### src/rtl/adc_trig_pkg.sv
package adc_trig_pkg;

    localparam int NUM_SRC   = 11;
    localparam int SRC_IDX_W = $clog2(NUM_SRC);

    typedef enum logic [1:0] {
        ST_IDLE          = 2'd0,
        ST_FIRE_A        = 2'd1,
        ST_FIRE_B        = 2'd2,
        ST_FIRE_A_THEN_B = 2'd3
    } fire_state_t;

    typedef struct packed {
        logic                 hit;
        logic [SRC_IDX_W-1:0] idx;
    } src_map_t;

    // Select code to event index; reserved codes return hit = 0.
    function automatic src_map_t map_select(input logic [3:0] code);
        src_map_t m;
        m.hit = 1'b1;
        m.idx = '0;
        unique case (code)
            4'b0000: m.idx = SRC_IDX_W'(0);
            4'b0001: m.idx = SRC_IDX_W'(1);
            4'b0100: m.idx = SRC_IDX_W'(2);
            4'b0101: m.idx = SRC_IDX_W'(3);
            4'b1000: m.idx = SRC_IDX_W'(4);
            4'b1001: m.idx = SRC_IDX_W'(5);
            4'b1010: m.idx = SRC_IDX_W'(6);
            4'b1100: m.idx = SRC_IDX_W'(7);
            4'b1101: m.idx = SRC_IDX_W'(8);
            4'b1110: m.idx = SRC_IDX_W'(9);
            4'b1111: m.idx = SRC_IDX_W'(10);
            default: m.hit = 1'b0;
        endcase
        return m;
    endfunction

endpackage

### src/rtl/trig_sync.sv
module trig_sync #(
    parameter int WIDTH  = 13,
    parameter int STAGES = 2
) (
    input  logic             clk,
    input  logic             rst_n,
    input  logic [WIDTH-1:0] din,
    output logic [WIDTH-1:0] rise_o
);

    localparam int LAST = STAGES - 1;

    for (genvar g = 0; g < WIDTH; g++) begin : g_line
        logic [STAGES-1:0] shift_q;
        logic              prev_q;

        always_ff @(posedge clk or negedge rst_n) begin
            if (!rst_n) begin
                shift_q <= '0;
                prev_q  <= 1'b0;
            end else begin
                shift_q <= {shift_q[STAGES-2:0], din[g]};
                prev_q  <= shift_q[LAST];
            end
        end

        assign rise_o[g] = shift_q[LAST] & ~prev_q;

        // a detected rise never lasts more than one cycle
        p_single_pulse_r8: assert property (@(posedge clk) disable iff (!rst_n)
            rise_o[g] |=> !rise_o[g]);
    end

endmodule

### src/rtl/trig_src_mux.sv
module trig_src_mux
    import adc_trig_pkg::*;
(
    input  logic               clk,
    input  logic               rst_n,
    input  logic               alt_en,
    input  logic [3:0]         src_sel,
    input  logic               slot_sel,
    input  logic [NUM_SRC-1:0] evt_rise,
    input  logic [1:0]         ch_rise,
    output logic               req_a,
    output logic               req_b
);

    src_map_t sel_map;
    logic     sel_fire;

    always_comb begin
        sel_map  = map_select(src_sel);
        sel_fire = sel_map.hit && evt_rise[sel_map.idx];
        if (alt_en) begin
            req_a = sel_fire && !slot_sel;
            req_b = sel_fire && slot_sel;
        end else begin
            req_a = ch_rise[0];
            req_b = ch_rise[1];
        end
    end

    // reserved codes stay silent
    p_reserved_silent_r4: assert property (@(posedge clk) disable iff (!rst_n)
        (alt_en && (src_sel inside {4'b0010, 4'b0011, 4'b0110, 4'b0111, 4'b1011}))
        |-> !(req_a || req_b));

    // timer channels have no effect in selected-event mode
    p_alt_no_channels_r7: assert property (@(posedge clk) disable iff (!rst_n)
        (alt_en && evt_rise == '0) |-> !(req_a || req_b));

endmodule

### src/rtl/trig_seq.sv
module trig_seq
    import adc_trig_pkg::*;
(
    input  logic clk,
    input  logic rst_n,
    input  logic req_a,
    input  logic req_b,
    output logic conv_trig,
    output logic pre_a,
    output logic pre_b
);

    fire_state_t st_q, st_d;

    always_comb begin
        st_d = ST_IDLE;
        unique case (st_q)
            ST_IDLE, ST_FIRE_A, ST_FIRE_B: begin
                if (req_a && req_b)  st_d = ST_FIRE_A_THEN_B;
                else if (req_a)      st_d = ST_FIRE_A;
                else if (req_b)      st_d = ST_FIRE_B;
                else                 st_d = ST_IDLE;
            end
            ST_FIRE_A_THEN_B:        st_d = ST_FIRE_B;
        endcase
    end

    always_ff @(posedge clk or negedge rst_n) begin
        if (!rst_n) st_q <= ST_IDLE;
        else        st_q <= st_d;
    end

    always_comb begin
        conv_trig = 1'b0;
        pre_a     = 1'b0;
        pre_b     = 1'b0;
        unique case (st_q)
            ST_IDLE: ;
            ST_FIRE_A, ST_FIRE_A_THEN_B: begin
                conv_trig = 1'b1;
                pre_a     = 1'b1;
            end
            ST_FIRE_B: begin
                conv_trig = 1'b1;
                pre_b     = 1'b1;
            end
        endcase
    end

    // a trigger always carries exactly one slot strobe
    p_strobe_with_trig_r9: assert property (@(posedge clk) disable iff (!rst_n)
        conv_trig |-> ($countones({pre_a, pre_b}) == 1));

    p_no_lone_strobe_r9: assert property (@(posedge clk) disable iff (!rst_n)
        !conv_trig |-> (!pre_a && !pre_b));

    // a lone request is served on the next cycle
    p_lone_a_served_r5: assert property (@(posedge clk) disable iff (!rst_n)
        (req_a && !req_b && st_q != ST_FIRE_A_THEN_B) |=> (conv_trig && pre_a));

    // an owed B follows A
    p_b_after_a_r6: assert property (@(posedge clk) disable iff (!rst_n)
        (req_a && req_b && st_q != ST_FIRE_A_THEN_B) |=> pre_a ##1 (pre_b && conv_trig));

endmodule

### src/rtl/adc_trig_router.sv
module adc_trig_router
    import adc_trig_pkg::*;
#(
    parameter int SYNC_STAGES = 2
) (
    input  logic               clk,
    input  logic               rst_n,
    input  logic               alt_en,
    input  logic [3:0]         src_sel,
    input  logic               slot_sel,
    input  logic [NUM_SRC-1:0] evt_in,
    input  logic               tmr1_ch0,
    input  logic               tmr1_ch1,
    output logic               conv_trig,
    output logic               pre_a,
    output logic               pre_b
);

    localparam int LINES = NUM_SRC + 2;

    logic [LINES-1:0] rise_all;
    logic             req_a;
    logic             req_b;

    trig_sync #(.WIDTH(LINES), .STAGES(SYNC_STAGES)) u_sync (
        .clk    (clk),
        .rst_n  (rst_n),
        .din    ({tmr1_ch1, tmr1_ch0, evt_in}),
        .rise_o (rise_all)
    );

    trig_src_mux u_mux (
        .clk      (clk),
        .rst_n    (rst_n),
        .alt_en   (alt_en),
        .src_sel  (src_sel),
        .slot_sel (slot_sel),
        .evt_rise (rise_all[NUM_SRC-1:0]),
        .ch_rise  (rise_all[LINES-1:NUM_SRC]),
        .req_a    (req_a),
        .req_b    (req_b)
    );

    trig_seq u_seq (
        .clk       (clk),
        .rst_n     (rst_n),
        .req_a     (req_a),
        .req_b     (req_b),
        .conv_trig (conv_trig),
        .pre_a     (pre_a),
        .pre_b     (pre_b)
    );

    // quiet in the cycle after reset release
    p_quiet_after_reset_r1: assert property (@(posedge clk) disable iff (!rst_n)
        $rose(rst_n) |-> !conv_trig);

endmodule

### config.mk
export PLATFORM = sky130hd
export DESIGN_NAME = adc_trig_router
export DESIGN_NICKNAME = d
export VERILOG_FILES = /design/src/rtl/adc_trig_pkg.sv /design/src/rtl/trig_sync.sv /design/src/rtl/trig_src_mux.sv /design/src/rtl/trig_seq.sv /design/src/rtl/adc_trig_router.sv
export SDC_FILE = /design/constraint.sdc
export NUM_CORES = 1
export LEC_CHECK = 0
export BUFFER_PORTS_ARGS = -buffer_cell sky130_fd_sc_hd__buf_2
export CAP_MARGIN = 20
export CORE_MARGIN = 2
export CORE_UTILIZATION = 53
export DETAILED_ROUTE_END_ITERATION = 12
export PLACE_DENSITY = 0.76
export SLEW_MARGIN = 20
export SYNTH_ARGS = -nofsm -noshare
export SYNTH_HDL_FRONTEND = slang
export SYNTH_SLANG_ARGS = --single-unit
export TNS_END_PERCENT = 20
### constraint.sdc
create_clock -name clk -period 4.3 [get_ports clk]
set_clock_uncertainty 0.05 [all_clocks]
set_input_delay 0.86 -clock clk [delete_from_list [all_inputs] [get_ports clk]]
set_output_delay 0.86 -clock clk [all_outputs]
set_load 0.03 [all_outputs]
* Word level (Yosys, flattened, before mapping) *
Index checks and enable logic that the tools add are counted.

word-level totals
  register bits after elaboration = 41
  input port bits = 21
  output and inout port bits = 3
  logic and storage cells = 91

cells by class
  $lt $le $gt $ge = 1
  eq/ne operators = 13
  multiplexer cells = 13
  bitwise gates (word level) = 26
  reductions and logical operators = 11

operator list
  kind                                                         number
  case mux 4 bit (10 select lines)                             1
  equality test 4 bit (second input constant)                  7
  bitwise AND 1 bit                                            13
  NOT 1 bit                                                    13
  OR reduction 11 bit                                          1
  equality test 4 x 3 -> 1 bit (second input constant)         2
  two-way mux 1 bit                                            7
  two-way mux 2 bit                                            3
  OR reduction 3 bit                                           2
  less-than comparator 4 x 5 -> 1 bit (second input constant)  1
  binary-select mux 1 bit (select 4 bit)                       1
  equality test 2 bit (second input constant)                  2
  equality test 4 x 1 -> 1 bit (second input constant)         1
  logical AND 1 bit                                            4
  zero test 4 bit                                              1
  case mux 2 bit (2 select lines)                              1
  equality test 2 x 1 -> 1 bit (second input constant)         1
  zero test 2 bit                                              1
  OR reduction 2 bit                                           1
  zero test 1 bit                                              1

* Depth between registers and ports, before layout *
  depth in word-level cells = 11
  gate-level depth with buffers = 7
  depth with buffers taken out = 6

* By module *
Synthesis repeated with hierarchy kept, for this count alone.

unflattened totals
  cells, all modules = 92
  area total of the unflattened synthesis = 1467.7 sq um

by module, submodules not included
  module        times used  cells an instance  area each (sq um)  seq. area each (sq um)
  trig_sync     1           52                 1154.9             975.9
  trig_src_mux  1           33                 230.2              0.0
  trig_seq      1           7                  82.6               50.0

* Worst setup path before layout *
No wires, ideal clock.

  path type = input-to-reg
  from = input src_sel[2]
  to = register u_seq.st_q[0]
  library setup time = 0.076 ns
  arrival time = 2.444 ns
  data required time = 4.174 ns
  slack = 1.730 ns
  stages = 7
  cells stage by stage = buf_2 > nand2_2 > mux2i_2 > or3b_1 > and4_1 > or4_1 > o21ai_1

between the ends
  longest elaborated chain between the ends = 10

ends and longest elaborated chain
  what                                                           RTL line                                text
  start: declaration                                             adc_trig_router.sv:9                    input logic [3:0] src_sel,
  equality test 4 bit, or another cell as far along              adc_trig_pkg.sv:23                      unique case (code)
  case mux 4 bit (10 select lines)                               adc_trig_pkg.sv:23
  binary-select mux 1 bit (select 4 bit)                         trig_src_mux.sv:20                      sel_fire = sel_map.hit && evt_rise[sel_map.idx];
  two-way mux 1 bit (not written as such)                        trig_src_mux.sv:20
  logical AND 1 bit *                                            trig_src_mux.sv:20
  logical AND 1 bit, on equally long branches                    trig_src_mux.sv:22, trig_src_mux.sv:23
  two-way mux 1 bit                                              trig_src_mux.sv:21                      if (alt_en) begin
  two-way mux 2 bit / logical AND 1 bit (equally long branches)  trig_seq.sv:20, trig_seq.sv:19
  two-way mux 2 bit *                                            trig_seq.sv:19                          if (req_a && req_b) st_d = ST_FIRE_A_THEN_B;
  case mux 2 bit (2 select lines) *                              trig_seq.sv:17                          unique case (st_q)
  net u_seq.st_d[0]                                              trig_seq.sv:13                          fire_state_t st_q, st_d;
  end signal: assignment                                         trig_seq.sv:30                          else st_q <= st_d;
  end: declaration                                               trig_seq.sv:13

Mark *: on every way through the listed nets, which the timed path passes. The rest lies on a longest branch. The select of a mux whose other input is x is not followed.

* Worst setup path after layout *
  from = input src_sel[1]
  to = register u_seq.st_q[0]

Same word-level chain as after synthesis.

==> metrics.log <==
[metrics] number of H-tree levels: 2
[metrics] transition time of the tightest slew-check pin: 0.845 ns
[metrics] core region area: 2450 um2
[metrics] worst setup slack after placement: 1.58 ns
[metrics] Worst path slowest cell: sky130_fd_sc_hd__or4_1
[metrics] wirelength, routed: 1940 um
[metrics] number of warning messages in the yosys log: 0
[metrics] Post-route DRC: 0
[metrics] Boundary Pins: 24
[metrics] post-synthesis instance area: 1370 um2
[metrics] Critical Path Source: src_sel[1]
[metrics] final hold slack: 0.299 ns
[metrics] reg-to-reg startpoint: u_sync.g_line[4].prev_q$_DFF_PN0_
[metrics] Port-buffer cells: 23
[metrics] Filler Cell Count: 192
[metrics] Fmax: 421 MHz
[metrics] antenna violations before repair: 0
[metrics] CTS max path bufs: 2
[metrics] DIE AREA: 3010 um2
[metrics] Finished Core Util: 0.631
[metrics] worst-skew pair later-pin latency: 0.33 ns
[metrics] area overhead of the layout relative to synthesis: 13.3%
[metrics] critical path's largest stage delay: 0.52 ns
[metrics] cell taking the most area after synthesis: sky130_fd_sc_hd__dfrtp_1
[metrics] accumulated negative setup slack: 0 ns
[metrics] master cell of the clock root buffer: sky130_fd_sc_hd__clkbuf_4
[metrics] Final Wtd Congestion: 0.824
[metrics] shortest period the worst path allows: 2.37 ns
[metrics] Max Cap Violations: 0
[metrics] largest net degree at the start of global routing: 42
[metrics] Row Count: 18
[metrics] remaining antenna violation count after routing: 0
[metrics] final global-route overflow total: 0
[metrics] clock sink count: 41
[metrics] startpoint of the worst hold path: u_sync.g_line[6].shift_q[0]$_DFF_PN0_
[metrics] Clock transition at path regs: 0.11 ns
[metrics] normalized max-slew margin: 0.436
[metrics] vias per cell: 5.30
[metrics] number of buffers created by CTS: 5
[metrics] arrival time of the worst setup path: 2.59 ns
[metrics] final-report hold violation count: 0
[metrics] total power divided by cell area: 411 nW/um2
[metrics] half-perimeter wire length of the detailed placement result: 1410 um
[metrics] static power due to leakage: 0.725 nW
[metrics] Detailed Routing Iterations Pass 1: 4
[metrics] Post-CTS Resized: 0
[metrics] buffers inserted by post-CTS timing repair: 0
[metrics] Pwr Total: 0.636 mW
[metrics] data required time of the critical path: 4.51 ns
[metrics] total via count in the routed design: 816
[metrics] share of layout cells above drive strength 1: 0.266
[metrics] Largest delay share family, worst path: simple AND/OR/NAND/NOR gates
[metrics] number of antenna diodes: 0
[metrics] final setup margin: 1.93 ns
[metrics] cells taking the most area after synthesis: sky130_fd_sc_hd__dfrtp_1 75%, sky130_fd_sc_hd__o21ai_0 1.8%, sky130_fd_sc_hd__inv_1 1.4%
[metrics] DIE HEIGHT: 54.8 um
[metrics] run status: finished, final reports clean
[metrics] period utilisation layout: 0.552
[metrics] number of max-slew violations in the final report: 0
[metrics] first-pass GRT wire length: 3160 um
[metrics] worst supply voltage drop on vdd: 0.284 mV
[metrics] syn_area_per_cell: 14.3 um2
[metrics] critical-path cell list: buf_2 > and2b_2 > mux2i_2 > or3b_1 > and4_1 > or4_1 > o21ai_1
[metrics] Setup Viol. Count Final: 0
[metrics] Die Width: 54.8 um
[metrics] flip-flop and latch count after synthesis: 41
[metrics] RSZ-0062 raised after global routing: false
[metrics] critical-path maximum fanout: 9
[metrics] Initial DRC Count: 6
[metrics] fin area: 1550 um2
[metrics] Layout Cells excl Fill: 154
[metrics] share of the synthesized area in the top cell type: 0.750
[metrics] critical path endpoint category: flop
[metrics] CTS tree: done
[metrics] net count after synthesis: 117
[metrics] buffers plus inverters on the worst setup path: 1
[metrics] area post-placement: 1500 um2
[metrics] Syn Inst Count: 96
[metrics] hold buffer count at cts: 0
[metrics] number of cells in the design after placement: 146
[metrics] part of the Yosys area used for sequential elements: 0.750
[metrics] overall fraction of global-route tracks in use: 0.162
[metrics] Worst Hold Class: reg2reg
[metrics] nature of the critical path startpoint: input pin
[metrics] Final nets: 144
[metrics] Routed wire per std cell: 12.6 um
[metrics] via count of the first global-routing pass: 745
[metrics] category of the critical setup timing path: in2reg
[metrics] starting utilization of the core area: 0.558
[metrics] count of cell types in the netlist: 32
state kept, by name, summed over array words and instances (netlist names):
register               flops
u_seq.st_q                 2
u_sync.g_line.shift_q     26
u_sync.g_line.prev_q      13
cell usage after synthesis:
cell type                   n
sky130_fd_sc_hd__nor3b_1    2
sky130_fd_sc_hd__a311oi_1   1
sky130_fd_sc_hd__o31a_1     1
sky130_fd_sc_hd__nand2_2    1
sky130_fd_sc_hd__o21ai_0    5
sky130_fd_sc_hd__nor2_1     4
sky130_fd_sc_hd__buf_6      1
sky130_fd_sc_hd__nand3_1    1
sky130_fd_sc_hd__and2b_2    1
sky130_fd_sc_hd__nor2b_1    2
sky130_fd_sc_hd__nand2_1    5
sky130_fd_sc_hd__or3b_1     1
sky130_fd_sc_hd__mux2i_2    1
sky130_fd_sc_hd__or4b_2     1
sky130_fd_sc_hd__buf_2      1
sky130_fd_sc_hd__a222oi_1   1
sky130_fd_sc_hd__nand4_1    1
sky130_fd_sc_hd__or2_2      1
sky130_fd_sc_hd__clkbuf_1   1
sky130_fd_sc_hd__a21oi_1    3
sky130_fd_sc_hd__inv_1      5
sky130_fd_sc_hd__nand4b_1   1
sky130_fd_sc_hd__xnor2_1    2
sky130_fd_sc_hd__or4_1      1
sky130_fd_sc_hd__a32o_1     1
sky130_fd_sc_hd__nand2b_1   3
sky130_fd_sc_hd__a22o_1     1
sky130_fd_sc_hd__o21ai_1    2
sky130_fd_sc_hd__nand3b_1   2
sky130_fd_sc_hd__nor3_1     1
sky130_fd_sc_hd__dfrtp_1   41
sky130_fd_sc_hd__and4_1     1
worst register-to-register path, cell delays in order (launching register included):
cell,delay [ns]
sky130_fd_sc_hd__dfrtp_1,0.38
sky130_fd_sc_hd__nand2b_1,0.14
sky130_fd_sc_hd__a22o_1,0.19
sky130_fd_sc_hd__a222oi_1,0.27
sky130_fd_sc_hd__a21oi_1,0.09
sky130_fd_sc_hd__or4_1,0.43
sky130_fd_sc_hd__o21ai_1,0.15
where the power goes:
group	internal [mW]	switching [mW]	total, mW
clock network	0.0652	0.105	0.170
logic	0.0217	0.0323	0.0540
registers	0.405	0.00688	0.412
worst paths after layout:
kind                                                    endpoint  cells past startpoint  slack [ns]
hold reg to reg            u_sync.g_line[6].shift_q[1]$_DFF_PN0_                      0        0.30
min in group asynchronous  u_sync.g_line[5].shift_q[1]$_DFF_PN0_                      1        0.57
max in group asynchronous  u_sync.g_line[9].shift_q[0]$_DFF_PN0_                      1        3.09
hold / removal             u_sync.g_line[6].shift_q[1]$_DFF_PN0_                      0        0.30
setup reg to reg                         u_seq.st_q[0]$_DFF_PN0_                      6        2.54
setup / recovery                         u_seq.st_q[0]$_DFF_PN0_                      7        1.93
logic make-up (layout without fill, tap and decap cells):
family | Yosys count | count (layout) | share of synthesized area
mux | 1 | 1 | 0.0101
simple gates | 29 | 29 | 0.129
xor+xnor | 2 | 2 | 0.0128
flops | 41 | 41 | 0.750
compound gates | 15 | 15 | 0.0704
buf+inv | 8 | 36 | 0.0283
layout make-up:
cell class	count	area [um2]	area share
Sequential cell	41	1030	0.662
Clock buffer	8	48.8	0.0315
Timing Repair Buffer	23	115	0.0743
Multi-Input combinational cell	47	304	0.196
Inverter	5	18.8	0.0121
Tap cell	30	37.5	0.0242
cell usage in the layout (no fill, tap or decap):
master                     count
sky130_fd_sc_hd__a21oi_1       3
sky130_fd_sc_hd__a222oi_1      1
sky130_fd_sc_hd__a22o_1        1
sky130_fd_sc_hd__a311oi_1      1
sky130_fd_sc_hd__a32o_1        1
sky130_fd_sc_hd__and2b_2       1
sky130_fd_sc_hd__and4_1        1
sky130_fd_sc_hd__buf_2        23
sky130_fd_sc_hd__clkbuf_1      3
sky130_fd_sc_hd__clkbuf_4      5
sky130_fd_sc_hd__dfrtp_1      41
sky130_fd_sc_hd__inv_1         5
sky130_fd_sc_hd__mux2i_2       1
sky130_fd_sc_hd__nand2_1       5
sky130_fd_sc_hd__nand2_2       1
sky130_fd_sc_hd__nand2b_1      3
sky130_fd_sc_hd__nand3_1       1
sky130_fd_sc_hd__nand3b_1      2
sky130_fd_sc_hd__nand4_1       1
sky130_fd_sc_hd__nand4b_1      1
sky130_fd_sc_hd__nor2_1        4
sky130_fd_sc_hd__nor2b_1       2
sky130_fd_sc_hd__nor3_1        1
sky130_fd_sc_hd__nor3b_1       2
sky130_fd_sc_hd__o21ai_0       5
sky130_fd_sc_hd__o21ai_1       2
sky130_fd_sc_hd__o31a_1        1
sky130_fd_sc_hd__or2_2         1
sky130_fd_sc_hd__or3b_1        1
sky130_fd_sc_hd__or4_1         1
sky130_fd_sc_hd__or4b_2        1
sky130_fd_sc_hd__xnor2_1       2
routing by layer:
layer	wire (um)	part of all wire	track usage
met5	0	0	0
met2	911	0.47	0.228
met1	811	0.42	0.181
met3	160	0.083	0.0902
met4	54	0.028	0.121
(Power assumes the default switching activity.)
